**src/rtl/pll_bringup_pkg.sv**
```systemverilog
package pll_bringup_pkg;

  localparam int unsigned REG_AW = 8;
  localparam int unsigned REG_DW = 32;

  localparam logic [REG_AW-1:0] ADDR_MODE = 8'h00;
  localparam logic [REG_AW-1:0] ADDR_CLK  = 8'h01;
  localparam logic [REG_AW-1:0] ADDR_PLL  = 8'h02;
  localparam logic [REG_AW-1:0] ADDR_ID   = 8'h03;

  localparam logic [REG_DW-1:0] MODE_WORD = 32'h0000_0002;
  localparam logic [REG_DW-1:0] CLK_WORD  = 32'h0140_0020;
  localparam logic [REG_DW-1:0] PLL_BASE  = 32'h0807_C100;
  localparam logic [REG_DW-1:0] PFD_RST   = 32'h0000_0400;
  localparam logic [REG_DW-1:0] ID_MASK   = 32'h0000_00FF;
  localparam logic [REG_DW-1:0] ID_VALUE  = 32'h0000_007F;

  typedef enum logic [3:0] {
    S_IDLE, S_WR_MODE, S_UPD_MODE, S_SETTLE, S_RD_ID, S_RD_RSP,
    S_WR_CLK, S_UPD_CLK, S_WR_PFD, S_UPD_PFD, S_WR_PLL, S_UPD_PLL,
    S_BLIND, S_POLL, S_POLL_GAP
  } seq_state_e;

  // Cycles covering one unit of time, rounded up, never zero.
  function automatic int unsigned cyc_ceil(longint unsigned hz, longint unsigned per_s);
    longint unsigned q;
    q = (hz + per_s - 1) / per_s;
    return (q == 0) ? 1 : int'(q);
  endfunction

  function automatic int unsigned max2(int unsigned a, int unsigned b);
    return (a > b) ? a : b;
  endfunction

  // PLL configuration word; pfd selects the detector-reset variant.
  function automatic logic [REG_DW-1:0] pll_word(logic [2:0] vco, logic [2:0] cp,
                                                 logic [6:0] n, logic pfd);
    logic [REG_DW-1:0] w;
    w = PLL_BASE | (REG_DW'(vco) << 24) | (REG_DW'(cp) << 19) | (REG_DW'(n) << 1);
    return pfd ? (w | PFD_RST) : w;
  endfunction

endpackage

```
**src/rtl/pll_bringup_timer.sv**
```systemverilog
module pll_bringup_timer #(
  parameter int unsigned W = 8
) (
  input  logic         clk,
  input  logic         rst_n,
  input  logic         load,
  input  logic [W-1:0] load_val,
  output logic         expired
);
  logic [W-1:0] cnt;

  // A load of L keeps expired low for L-1 cycles, so the caller stays L cycles.
  always_ff @(posedge clk or negedge rst_n) begin
    if (!rst_n)              cnt <= '0;
    else if (load)           cnt <= load_val - W'(1);
    else if (cnt != '0)      cnt <= cnt - W'(1);
  end

  assign expired = (cnt == '0);
endmodule

```
**src/rtl/pll_bringup_pollctr.sv**
```systemverilog
module pll_bringup_pollctr #(
  parameter int unsigned LIMIT = 100,
  parameter int unsigned W     = $clog2(LIMIT + 1)
) (
  input  logic clk,
  input  logic rst_n,
  input  logic clear,
  input  logic step,
  output logic last
);
  logic [W-1:0] misses;

  always_ff @(posedge clk or negedge rst_n) begin
    if (!rst_n)      misses <= '0;
    else if (clear)  misses <= '0;
    else if (step)   misses <= misses + W'(1);
  end

  assign last = (misses == W'(LIMIT - 1));
endmodule

```
**src/rtl/pll_bringup_seq.sv**
```systemverilog
module pll_bringup_seq #(
  parameter int unsigned CLK_HZ      = 100_000_000,
  parameter int unsigned NUM_CH      = 4,
  parameter int unsigned CH_IDX      = 0,
  parameter int unsigned POLL_LIMIT  = 100,
  parameter int unsigned SETTLE_MS   = 1,
  parameter int unsigned POLL_GAP_MS = 1,
  parameter int unsigned BLIND_MS    = 100
) (
  input  logic              clk,
  input  logic              rst_n,
  input  logic              start,
  input  logic              blind,
  input  logic [6:0]        pll_n,
  input  logic [2:0]        pll_cp,
  input  logic [2:0]        pll_vco,
  output logic              req_valid,
  input  logic              req_ready,
  output logic              req_read,
  output logic [7:0]        req_addr,
  output logic [31:0]       req_data,
  input  logic              rsp_valid,
  input  logic [31:0]       rsp_data,
  input  logic [NUM_CH-1:0] lock_sts,
  output logic              io_update,
  output logic              busy,
  output logic              done,
  output logic              err_ident,
  output logic              err_lock
);
  import pll_bringup_pkg::*;

  localparam int unsigned US_CYC     = cyc_ceil(CLK_HZ, 1_000_000);
  localparam int unsigned MS_CYC     = cyc_ceil(CLK_HZ, 1_000);
  localparam int unsigned SETTLE_CYC = max2(SETTLE_MS * MS_CYC, 1);
  localparam int unsigned GAP_CYC    = max2(POLL_GAP_MS * MS_CYC, 1);
  localparam int unsigned BLIND_CYC  = max2(BLIND_MS * MS_CYC, 1);
  localparam int unsigned MAX_CYC    = max2(max2(US_CYC, SETTLE_CYC), max2(GAP_CYC, BLIND_CYC));
  localparam int unsigned TW         = $clog2(MAX_CYC + 1);
  localparam logic [NUM_CH-1:0] OWN_MASK = NUM_CH'(1) << CH_IDX;

  seq_state_e st, nxt;

  logic       blind_q;
  logic [6:0] n_q;
  logic [2:0] cp_q, vco_q;
  logic       lock_seen;

  // Named internal events
  logic          launch, req_fire, id_ok, own_lock, tmr_done, poll_last;
  logic          tmr_load, poll_clr, poll_step;
  logic [TW-1:0] tmr_val;
  logic          set_done, set_eid, set_elock;

  assign launch   = (st == S_IDLE) && start;
  assign req_fire = req_valid && req_ready;
  assign id_ok    = ((rsp_data & ID_MASK) == ID_VALUE);
  assign own_lock = |(lock_sts & OWN_MASK);

  pll_bringup_timer #(.W(TW)) tmr_i (
    .clk(clk), .rst_n(rst_n), .load(tmr_load), .load_val(tmr_val), .expired(tmr_done)
  );

  pll_bringup_pollctr #(.LIMIT(POLL_LIMIT)) poll_i (
    .clk(clk), .rst_n(rst_n), .clear(poll_clr), .step(poll_step), .last(poll_last)
  );

  always_comb begin
    nxt       = st;
    tmr_load  = 1'b0;
    tmr_val   = '0;
    poll_clr  = 1'b0;
    poll_step = 1'b0;
    set_done  = 1'b0;
    set_eid   = 1'b0;
    set_elock = 1'b0;
    case (st)
      S_IDLE:     if (start) nxt = S_WR_MODE;
      S_WR_MODE:  if (req_ready) begin nxt = S_UPD_MODE; tmr_load = 1'b1; tmr_val = TW'(US_CYC); end
      S_UPD_MODE: if (tmr_done) begin nxt = S_SETTLE; tmr_load = 1'b1; tmr_val = TW'(SETTLE_CYC); end
      S_SETTLE:   if (tmr_done) nxt = blind_q ? S_WR_CLK : S_RD_ID;
      S_RD_ID:    if (req_ready) nxt = S_RD_RSP;
      S_RD_RSP:   if (rsp_valid) begin
                    if (id_ok) nxt = S_WR_CLK;
                    else begin nxt = S_IDLE; set_eid = 1'b1; end
                  end
      S_WR_CLK:   if (req_ready) begin nxt = S_UPD_CLK; tmr_load = 1'b1; tmr_val = TW'(US_CYC); end
      S_UPD_CLK:  if (tmr_done) nxt = S_WR_PFD;
      S_WR_PFD:   if (req_ready) begin nxt = S_UPD_PFD; tmr_load = 1'b1; tmr_val = TW'(US_CYC); end
      S_UPD_PFD:  if (tmr_done) nxt = S_WR_PLL;
      S_WR_PLL:   if (req_ready) begin nxt = S_UPD_PLL; tmr_load = 1'b1; tmr_val = TW'(US_CYC); end
      S_UPD_PLL:  if (tmr_done) begin
                    poll_clr = 1'b1;
                    if (blind_q) begin nxt = S_BLIND; tmr_load = 1'b1; tmr_val = TW'(BLIND_CYC); end
                    else nxt = S_POLL;
                  end
      S_BLIND:    if (tmr_done) begin nxt = S_IDLE; set_done = 1'b1; end
      S_POLL:     begin nxt = S_POLL_GAP; tmr_load = 1'b1; tmr_val = TW'(GAP_CYC); end
      S_POLL_GAP: if (tmr_done) begin
                    if (lock_seen)      begin nxt = S_IDLE; set_done  = 1'b1; end
                    else if (poll_last) begin nxt = S_IDLE; set_elock = 1'b1; end
                    else                begin nxt = S_POLL; poll_step = 1'b1; end
                  end
      default:    nxt = S_IDLE;
    endcase
  end

  always_comb begin
    req_valid = 1'b0;
    req_read  = 1'b0;
    req_addr  = '0;
    req_data  = '0;
    case (st)
      S_WR_MODE: begin req_valid = 1'b1; req_addr = ADDR_MODE; req_data = MODE_WORD; end
      S_RD_ID:   begin req_valid = 1'b1; req_read = 1'b1; req_addr = ADDR_ID; end
      S_WR_CLK:  begin req_valid = 1'b1; req_addr = ADDR_CLK; req_data = CLK_WORD; end
      S_WR_PFD:  begin req_valid = 1'b1; req_addr = ADDR_PLL; req_data = pll_word(vco_q, cp_q, n_q, 1'b1); end
      S_WR_PLL:  begin req_valid = 1'b1; req_addr = ADDR_PLL; req_data = pll_word(vco_q, cp_q, n_q, 1'b0); end
      default:   ;
    endcase
  end

  assign io_update = (st == S_UPD_MODE) || (st == S_UPD_CLK) ||
                     (st == S_UPD_PFD)  || (st == S_UPD_PLL);
  assign busy      = (st != S_IDLE);

  always_ff @(posedge clk or negedge rst_n) begin
    if (!rst_n) begin
      st        <= S_IDLE;
      blind_q   <= 1'b0;
      n_q       <= '0;
      cp_q      <= '0;
      vco_q     <= '0;
      lock_seen <= 1'b0;
      done      <= 1'b0;
      err_ident <= 1'b0;
      err_lock  <= 1'b0;
    end else begin
      st <= nxt;
      if (launch) begin
        blind_q   <= blind;
        n_q       <= pll_n;
        cp_q      <= pll_cp;
        vco_q     <= pll_vco;
        lock_seen <= 1'b0;
        done      <= 1'b0;
        err_ident <= 1'b0;
        err_lock  <= 1'b0;
      end
      if (st == S_POLL) lock_seen <= own_lock;
      if (set_done)  done      <= 1'b1;
      if (set_eid)   err_ident <= 1'b1;
      if (set_elock) err_lock  <= 1'b1;
    end
  end

  logic unused_fire;
  assign unused_fire = req_fire;
endmodule

```
**config.mk**
```make
export PLATFORM = sky130hd
export DESIGN_NAME = pll_bringup_seq
export DESIGN_NICKNAME = d
export VERILOG_FILES = /design/src/rtl/pll_bringup_pkg.sv /design/src/rtl/pll_bringup_timer.sv /design/src/rtl/pll_bringup_pollctr.sv /design/src/rtl/pll_bringup_seq.sv
export SDC_FILE = /design/constraint.sdc
export NUM_CORES = 1
export LEC_CHECK = 0
export BUFFER_PORTS_ARGS = -buffer_cell sky130_fd_sc_hd__buf_2
export CAP_MARGIN = 40
export CELL_PAD_IN_SITES_DETAIL_PLACEMENT = 1
export CELL_PAD_IN_SITES_GLOBAL_PLACEMENT = 2
export CORE_AREA = 2 2 107 109
export DETAILED_ROUTE_END_ITERATION = 6
export DIE_AREA = 0 0 109 111
export HOLD_SLACK_MARGIN = 0.12
export PLACE_DENSITY = 0.82
export SYNTH_ARGS = -nofsm -noshare
export SYNTH_HDL_FRONTEND = slang
export SYNTH_HIERARCHICAL = 1
export SYNTH_SLANG_ARGS = --single-unit
```
**constraint.sdc**
```tcl
create_clock -name clk -period 15.2 [get_ports clk]
set_clock_uncertainty 0.05 [all_clocks]
set_input_delay 3.04 -clock clk [delete_from_list [all_inputs] [get_ports clk]]
set_output_delay 3.04 -clock clk [all_outputs]
set_load 0.005 [all_outputs]
```
* Yosys cells after proc, flatten, opt, wreduce, memory -nomap -nowiden
Cells that the tools add are included.
** Operators by class
- Reduce and logical (&&, ||, !) cells :: 18
- Bitwise gates (word level) :: 2
- Add/subtract/negate cells :: 3
- Muxes and demuxes :: 58
- Equal/unequal tests :: 30
** Operators with widths (count)
- case mux 28 bit (4 select lines) :: 1
- two-way mux 24 bit :: 4
- case mux 24 bit (4 select lines) :: 1
- two-way mux 4 bit :: 16
- case mux 4 bit (15 select lines) :: 1
- subtractor 24 x 1 -> 24 bit, second input constant :: 2
- == test 4 bit, second input constant :: 7
- inequality test 2 bit, second input constant :: 14
- OR 28 x 22 -> 28 bit :: 1
- OR 28 x 8 -> 28 bit :: 1
- two-way mux 1 bit :: 26
- logical NOT 24 bit :: 1
- nonzero test 24 bit :: 1
- two-way mux 7 bit :: 3
- two-way mux 17 bit :: 1
- == test 4 x 3 -> 1 bit, second input constant :: 4
- AND reduction 14 bit :: 1
- nonzero test 2 bit :: 6
- == test 4 x 2 -> 1 bit, second input constant :: 2
- == test 8 x 7 -> 1 bit, second input constant :: 1
- adder 7 x 1 -> 7 bit, second input constant :: 1
- == test 7 bit, second input constant :: 1
- case mux 2 bit (3 select lines) :: 1
- OR reduction 5 bit :: 1
- other kinds (11) :: 13
** Storage, ports and cells
- Flip-flop bits (word level) :: 53
- Output and inout bits :: 47

* Longest topological paths before layout
Gate-level depths: netlist of the first run.
- Word-level depth :: 7
- Mapped depth :: 18
- Gate-level depth less buffers :: 14

* Hierarchy
The synthesis of the first run kept the hierarchy.
** Modules (own cells, without submodules)
- pll_bringup_timer :: times used 1, cells each 194, seq. area each 600.6 sq um, area each 1803.0 sq um
- pll_bringup_seq :: times used 1, cells each 163, seq. area each 550.5 sq um, area each 1534.0 sq um
- pll_bringup_pollctr :: times used 1, cells each 31, seq. area each 175.2 sq um, area each 326.6 sq um

* Worst setup path after synthesis of the first run
No wires, ideal clock.
- Path kind :: input -> register
- Start point :: input req_ready
- End point :: register tmr_i.cnt[16]
- Setup time :: 0.141 ns
- Cell stages on the path :: 13
- Arrival time :: 5.746 ns
- Slack :: 9.264 ns
- Cell sequence :: o21ai_0 -> nand3_1 -> buf_6 -> buf_2 -> buf_2 -> buf_1 -> mux2i_1 -> ha_1 -> o21ai_0 -> nor4_4 -> nor3b_2 -> xnor2_1 -> o22ai_1
** Between the ends
- Elaborated cells between the ends (all ways) :: 7
** RTL lines
- start: declaration :: line pll_bringup_seq.sv:18 : input logic req_ready,
- two-way mux 1 bit (*)
- case mux 1 bit (4 select lines) (*) :: line pll_bringup_seq.sv:77 : case (st)
- named net tmr_load :: line pll_bringup_seq.sv:51 : logic tmr_load, poll_clr, poll_step;
- two-way mux 24 bit or nonzero test 2 bit (tied branches)
- end signal: assignment :: line pll_bringup_timer.sv:15 : else if (load) cnt <= load_val - W'(1);
- end signal: assignment :: line pll_bringup_timer.sv:16 : else if (cnt != '0) cnt <= cnt - W'(1);
- end: declaration :: line pll_bringup_timer.sv:10 : logic [W-1:0] cnt;
The timed path passes the listed nets; every way through them passes the cells marked *.
A chain may end at the register's enable or synchronous reset.

* Worst setup path in the final report of the first run
Ends and elaborated chain as after synthesis.

==> results of run 1 <==
-- registers in the layout (all words and copies together) (netlist names) --
register,count
err_ident,1
done,1
lock_seen,1
cp_q,3
n_q,7
vco_q,3
poll_i/misses,7
err_lock,1
st,4
blind_q,1
tmr_i/cnt,24
-- metrics by stage --
stage	instances	utilization	instance area [µm²]	total power [mW]	hold slack, ns
2_1_floorplan	433	-	3830	0.580	0.413
3_3_place_gp	600	0.368	4080	0.655	0.399
3_5_place_dp	602	0.370	4100	0.676	0.418
4_1_cts	610	0.383	4250	0.798	0.455
5_1_grt	610	0.383	4250	0.857	0.465
6_report	610	0.383	4250	0.788	0.447
-- cells in the mapped netlist, types with 3 or more instances --
master	n
and2_1	13
mux2_2	19
or3b_1	3
xnor2_1	23
clkbuf_1	7
inv_1	10
or3_1	5
nor2_1	29
nor3_1	11
nor4_1	8
nor3b_1	4
or2_2	3
nand3_1	9
mux2i_1	10
o31ai_1	4
dfrtp_1	53
nor2b_1	3
nand4_1	5
nand2b_1	5
o21ai_0	9
nand2_1	29
buf_4	23
a21oi_1	8
buf_2	5
o22ai_1	16
xor2_1	18
-- power breakdown --
group	switching (mW)	leakage [nW]	internal, mW
sequential	0.0645	0.675	0.196
clock	0.0545	0.0744	0.0623
combinational	0.220	1.17	0.191
-- routing by layer --
metal | vias to the layer above | track usage
li1 | 1469 | -
met1 | 1484 | 0.216
met2 | 61 | 0.272
met3 | 10 | 0.0241
met4 | 0 | 0.0248
met5 | - | 0
-- path summary, 6_finish.rpt --
kind                                    from               end  depth (start not counted)
min in group asynchronous              rst_n         err_ident                          2
max in group asynchronous              rst_n  poll_i/misses[2]                          2
worst max-delay path               req_ready     tmr_i/cnt[16]                         10
worst min-delay path               err_ident         err_ident                          2
worst max register to register  tmr_i/cnt[7]     tmr_i/cnt[16]                         14
worst min register to register     err_ident         err_ident                          2
-- cell type report --
class,count,area [µm²],area share
timing repair buffer,64,335,0.0789
multi-input combinational,330,2210,0.520
clock inverter,3,26.3,0.00619
inverter,12,46.3,0.0109
tap,143,179,0.0421
clock buffer,5,125,0.0295
sequential,53,1330,0.312
-- kinds of logic (layout without fill, tap and decap cells) --
family / count (synthesis) / count (layout) / share of synthesized area
and+or+nand+nor: 147 / 147 / 0.229
AOI/OAI and AO/OA: 63 / 63 / 0.128
DFF: 53 / 53 / 0.362
buffers and inverters: 50 / 84 / 0.0809
xor gates and xnor gates: 41 / 41 / 0.0980
muxes: 31 / 31 / 0.0939
adders and majority gates: 2 / 2 / 0.00683
other: 1 / 46 / 0.00102
-- cells in the final DEF, fill, tap and decap left out, drive strengths merged, types with 2 or more instances in the layout --
| master | synthesis | layout |
|---|---|---|
| clkinv | 1 | 3 |
| o211ai | 2 | 2 |
| xor2 | 18 | 18 |
| conb | 1 | 46 |
| or3b | 6 | 6 |
| nor4b | 2 | 2 |
| xnor2 | 23 | 23 |
| o31ai | 4 | 4 |
| nor3b | 5 | 5 |
| nor4 | 9 | 9 |
| a21oi | 8 | 8 |
| ha | 2 | 2 |
| dfrtp | 53 | 53 |
| nand3 | 10 | 10 |
| o21bai | 2 | 2 |
| or4 | 2 | 2 |
| or3 | 8 | 8 |
| mux2i | 10 | 10 |
| or2 | 4 | 4 |
| or4b | 2 | 2 |
| and2 | 13 | 13 |
| buf | 31 | 63 |
| nand4 | 5 | 5 |
| inv | 11 | 12 |
| nand2 | 29 | 29 |
| clkbuf | 7 | 5 |
| mux2 | 21 | 21 |
| a221oi | 2 | 2 |
| a21o | 3 | 3 |
| a22o | 2 | 2 |
| nand2b | 5 | 5 |
| a211oi | 2 | 2 |
| nor3 | 11 | 11 |
| nor2b | 3 | 3 |
| nor2 | 29 | 29 |
| o22ai | 18 | 18 |
| o21ai | 11 | 11 |
-- critical path, stage by stage --
cell     delay, ns
buf_2         0.11
o21ai_0       0.19
nand3_1       0.28
buf_4         0.35
or3_2         0.52
and2_1        0.23
nor4_4        0.50
nor3b_2       0.33
xnor2_1       0.16
o22ai_1       0.10
==> run summary, run 1 <==
* static leakage power: 1.92 nW
* IO Count: 102
* outcome: complete, no violations
* top sig layer: met4
* Syn Area/Cell: 9.44 µm²
* setup TNS after final layout: 0 ns
* share of synthesized registers carrying an async set or reset: 1.00
* gr ovfl total: 0
* unrepaired setup endpoints after global routing: no
* sequential area share after synthesis: 0.362
* routability cong.: 0.776
* PnR worst setup slack: 9.49 ns
* die height: 111 µm
* I/O Buffers: 58
* flops & latches, synth: 53
* number of buffers added by the clock tree synthesis step: 5
* Final Routed Wirelength: 9450 µm
* via count of the first global-routing pass: 3160
* Min Clock Period, post-route: 5.71 ns
* Distinct cells, synth: 69
* mean routed wirelength per cell: 15.5 µm
* CTS tree: yes
* clock-pin transition on the worst setup and hold timing paths: 0.08 ns
* clock tree root buffer cell: clkbuf_16
* top area cells in the synthesized netlist: dfrtp_1, mux2_2, xnor2_1
* slack of the worst reg-to-reg path: 10.41 ns
* worst min-delay path category: flip-flop to flip-flop
* Post-Synthesis Cell Area: 0.00366 mm²
* initial cell density of the core: 0.331
* largest net degree at the start of global routing: 54
* fin nets: 523
* Final Hold Fails: 0
* highest ir drop seen on vdd: 0.0707 mV
* global-route wire length before repair: 15700 µm
* data required time of the critical path: 15.30 ns
* Max-Slew Margin vs Limit: 0.530
* initial antenna violation count: 0
* overall die area: 0.0121 mm²
* number of post-CTS setup repair buffers: 0
* max-slew violation count: 0
* floorplan row count: 39
* detailed route wirelength on metal2: 4460 µm
* Setup CP Type: input pin to flip-flop
* CTS HTree Levels: 2
* CP Launch Type: input pin
* number of hold-repair buffers added at the cts stage: 0
* first-iteration detailed-routing DRC count: 80
* met1 WL: 4510 µm
* areal power density over the cells: 186 mW/mm²
* Crit path arrival time: 5.81 ns
* Layout fillers: 1321
* number of antenna repair diodes: 0
* routed wire length on met3: 382 µm
* Worst setup EP type: flip-flop
* count of TritonRoute iterations in the first routing pass: 4
* Skew-Pair Late Insertion Delay: 0.29 ns
* die width: 109 µm
* core area: 0.0111 mm²
* number of antenna-violating nets in the routed design: 0
* Yosys top cell area share: 0.362
* highest attainable clock frequency: 175 MHz
* period utilisation layout: 0.376
* CP Max Fanout: 39
* Synth-to-Final Area Change: 15.9%
* max-capacitance violation count: 0
* Longest Clk Path Bufs: 2
* HPWL reported at the end of detailed placement: 6920 µm
* leading area contributor after synthesis: dfrtp_1
* number of warnings issued by yosys: 6
* instance count of the mapped netlist: 388
* total track usage: 0.160
* most instantiated flip-flop cell in the synthesis netlist: dfrtp_1
* via density per instance: 4.96
* Via Count: 3024
* dpl ws: 9.16 ns
* final setup violating endpoints: 0
* number of enable flip-flop cells after synthesis: 0
* Slew @ Worst Pin: 0.704 ns
* fraction of layout cells with a size suffix above 1: 0.251
* Resized cells post-CTS: 0
* count of clock tree sinks: 53
* count of unresolved DRC violations after routing: 0
No activity file was read; power rests on OpenSTA's default activity.
==> run 2, diff against run 1 <==
--- a/config.mk
+++ b/config.mk
@@ -9,11 +9,11 @@
 export CAP_MARGIN = 40
 export CELL_PAD_IN_SITES_DETAIL_PLACEMENT = 1
 export CELL_PAD_IN_SITES_GLOBAL_PLACEMENT = 2
-export CORE_AREA = 2 2 107 109
+export CORE_AREA = 2 2 110 112
 export DETAILED_ROUTE_END_ITERATION = 6
-export DIE_AREA = 0 0 109 111
+export DIE_AREA = 0 0 112 114
 export HOLD_SLACK_MARGIN = 0.12
-export PLACE_DENSITY = 0.82
+export PLACE_DENSITY = 0.78
 export SYNTH_ARGS = -nofsm -noshare
 export SYNTH_HDL_FRONTEND = slang
 export SYNTH_HIERARCHICAL = 1
==> constraint.sdc (replaced) <==
create_clock -name clk -period 5.65 [get_ports clk]
set_clock_uncertainty 0.05 [all_clocks]
set_input_delay 1.13 -clock clk [delete_from_list [all_inputs] [get_ports clk]]
set_output_delay 1.13 -clock clk [all_outputs]
set_load 0.005 [all_outputs]
==> run summary, run 2 (same netlist as run 1, synthesis figures left out) <==
* initial antenna violation count: 0, unchanged
* routed wire length on met3: 366 µm, -4.2%
* max-capacitance violation count: 0, unchanged
* number of post-CTS setup repair buffers: 0, unchanged
* Layout fillers: 1426, +7.9%
* via density per instance: 4.93, -0.49%
* top sig layer: met4
* Synth-to-Final Area Change: 16.2%
* most used cells in the layout excluding fill and tap cells: buf_2, dfrtp_1, conb_1, nor2_1, nand2_1
* Final Routed Wirelength: 9450 µm, about the same
* CP Max Fanout: 24, -38%
* I/O Buffers: 58, unchanged
* worst r2r src: tmr_i/cnt[16]
* highest attainable clock frequency: 209 MHz
* CTS tree: yes
* global-route wire length before repair: 15800 µm, +0.84%
* number of antenna-violating nets in the routed design: 0, unchanged
* routability cong.: 0.766, -1.4%
* Most flops, register: tmr_i/cnt
* count of TritonRoute iterations in the first routing pass: 4, unchanged
* period utilisation layout: 0.846
* fin nets: 524, +0.19%
* highest ir drop seen on vdd: 0.169 mV, +140%
* number of antenna repair diodes: 0, unchanged
* Max-Slew Margin vs Limit: 0.523, -0.00746
* IO Count: 102, unchanged
* max-slew violation count: 0, unchanged
* clock-pin transition on the worst setup and hold timing paths: 0.08 ns, about the same
* gr ovfl total: 0, unchanged
* Slew @ Worst Pin: 0.715 ns, +0.0112 ns
* first element of the critical path: tmr_i/cnt[16]
* Critical Path Slowest Stage Cell: nor4_1
* initial cell density of the core: 0.313, -0.0179
* unrepaired setup endpoints after global routing: no
* setup TNS after final layout: 0 ns, unchanged
* via count of the first global-routing pass: 3076, -2.7%
* static leakage power: 1.93 nW, +0.15%
* outcome: complete, no violations
* footprint of the flip-flops and latches: 0.00133 mm², unchanged
* most common cell after layout, fill and taps aside: buf_2
* Final Hold Fails: 0, unchanged
* largest net degree at the start of global routing: 54, unchanged
* Skew-Pair Late Insertion Delay: 0.29 ns, about the same
* fraction of layout cells with a size suffix above 1: 0.252, +0.00160
* slack of the worst reg-to-reg path: 0.87 ns, -9.54 ns
* core area: 0.0117 mm², +5.7%
* areal power density over the cells: 500 mW/mm², +170%
* Worst setup EP type: flip-flop
* final setup violating endpoints: 0, unchanged
* multi-input gate area in the final layout: 0.00221 mm², unchanged
* Crit path arrival time: 4.89 ns, -0.92 ns
* total track usage: 0.150, -0.00935
* number of flip-flops in the largest register: 24, unchanged
* number of cell instances on the worst register-to-register path: 15, +1
* number of buffers added by the clock tree synthesis step: 5, unchanged
* CP Launch Type: flip-flop
* Critical path destination: tmr_i/cnt[16]
* overall die area: 0.0128 mm², +5.5%
* HPWL reported at the end of detailed placement: 6950 µm, +0.44%
* count of unresolved DRC violations after routing: 0, unchanged
* crit-path max cell delay: 0.51 ns, about the same
* die height: 114 µm, +2.7%
* capture instance of the worst register-to-register path: tmr_i/cnt[16]
* Via Count: 3034, +0.33%
* met1 WL: 4430 µm, -1.9%
* mean routed wirelength per cell: 15.4 µm, -0.73%
* CTS HTree Levels: 2, unchanged
* Resized cells post-CTS: 0, unchanged
* die width: 112 µm, +2.8%
* critical-path cell list: nor4_1, nand2_1, nor3_1, nand3_1, nor2_1, nand2_1, nand3_1, buf_4, mux2i_1, ha_1, o21ai_0, nor4_4, nor3b_2, xnor2_1, o22ai_1
* Setup CP Type: flip-flop to flip-flop
* Longest Clk Path Bufs: 2, unchanged
* first-iteration detailed-routing DRC count: 114, +43%
* number of hold-repair buffers added at the cts stage: 0, unchanged
* data required time of the critical path: 5.76 ns, -9.54 ns
* Hold Worst Slack: 0.434 ns, -0.0129 ns
* clock tree root buffer cell: clkbuf_16
* worst min-delay path category: flip-flop to flip-flop
* registers with the highest flip-flop counts: tmr_i/cnt x24, n_q x7, poll_i/misses x7
* count of clock tree sinks: 53, unchanged
* Min Clock Period, post-route: 4.78 ns
* detailed route wirelength on metal2: 4610 µm, +3.3%
* floorplan row count: 40, +2.6%
run 2: per-stage QoR:
stage | worst slack, ns | power (mW) | std cells | cell area [µm²] | util
2_1_floorplan | 0.735 | 1.56 | 433 | 3830 | -
3_3_place_gp | 0.986 | 1.77 | 606 | 4100 | 0.350
3_5_place_dp | 0.908 | 1.83 | 607 | 4110 | 0.351
4_1_cts | 0.885 | 2.16 | 615 | 4260 | 0.363
5_1_grt | 0.482 | 2.31 | 615 | 4260 | 0.363
6_report | 0.872 | 2.13 | 615 | 4260 | 0.363
run 2: worst min path at each step:
stage / from / endpoint / slack (ns) / cells past startpoint
finish: err_ident / err_ident / 0.43 / 2
global placement: err_ident / err_ident / 0.40 / 2
global route: vco_q[2] / vco_q[2] / 0.46 / 1
detailed placement: err_ident / err_ident / 0.42 / 2
floorplan: err_ident / err_ident / 0.41 / 2
CTS: err_ident / err_ident / 0.44 / 2
run 2: layout make-up:
| cell class | instances | area share |
|---|---|---|
| Clock buffer | 5 | 0.0294 |
| Clock inverter | 3 | 0.00588 |
| Inverter | 12 | 0.0109 |
| Multi-Input combinational cell | 330 | 0.519 |
| Sequential cell | 53 | 0.312 |
| Tap cell | 147 | 0.0432 |
| Timing Repair Buffer | 65 | 0.0800 |
run 2: worst max-delay path: cells and delay by family (launching register included):
family                     cells  cell delay, ns
and+or+nand+nor                9            2.83
AOI/OAI and AO/OA              2            0.34
DFF                            1            0.41
muxes                          1            0.26
xor gates and xnor gates       1            0.15
adders and majority gates      1            0.31
buffers and inverters          1            0.29
run 2: metal layers:
layer  up-vias  track usage
met5         -            0
met4         0       0.0220
met3         4       0.0213
met2        63        0.270
met1      1496        0.197
li1       1471            -
run 2: power breakdown:
group	switching [mW]	internal, mW	total [mW]
sequential	0.172	0.526	0.698
combinational	0.588	0.518	1.11
clock	0.157	0.168	0.325
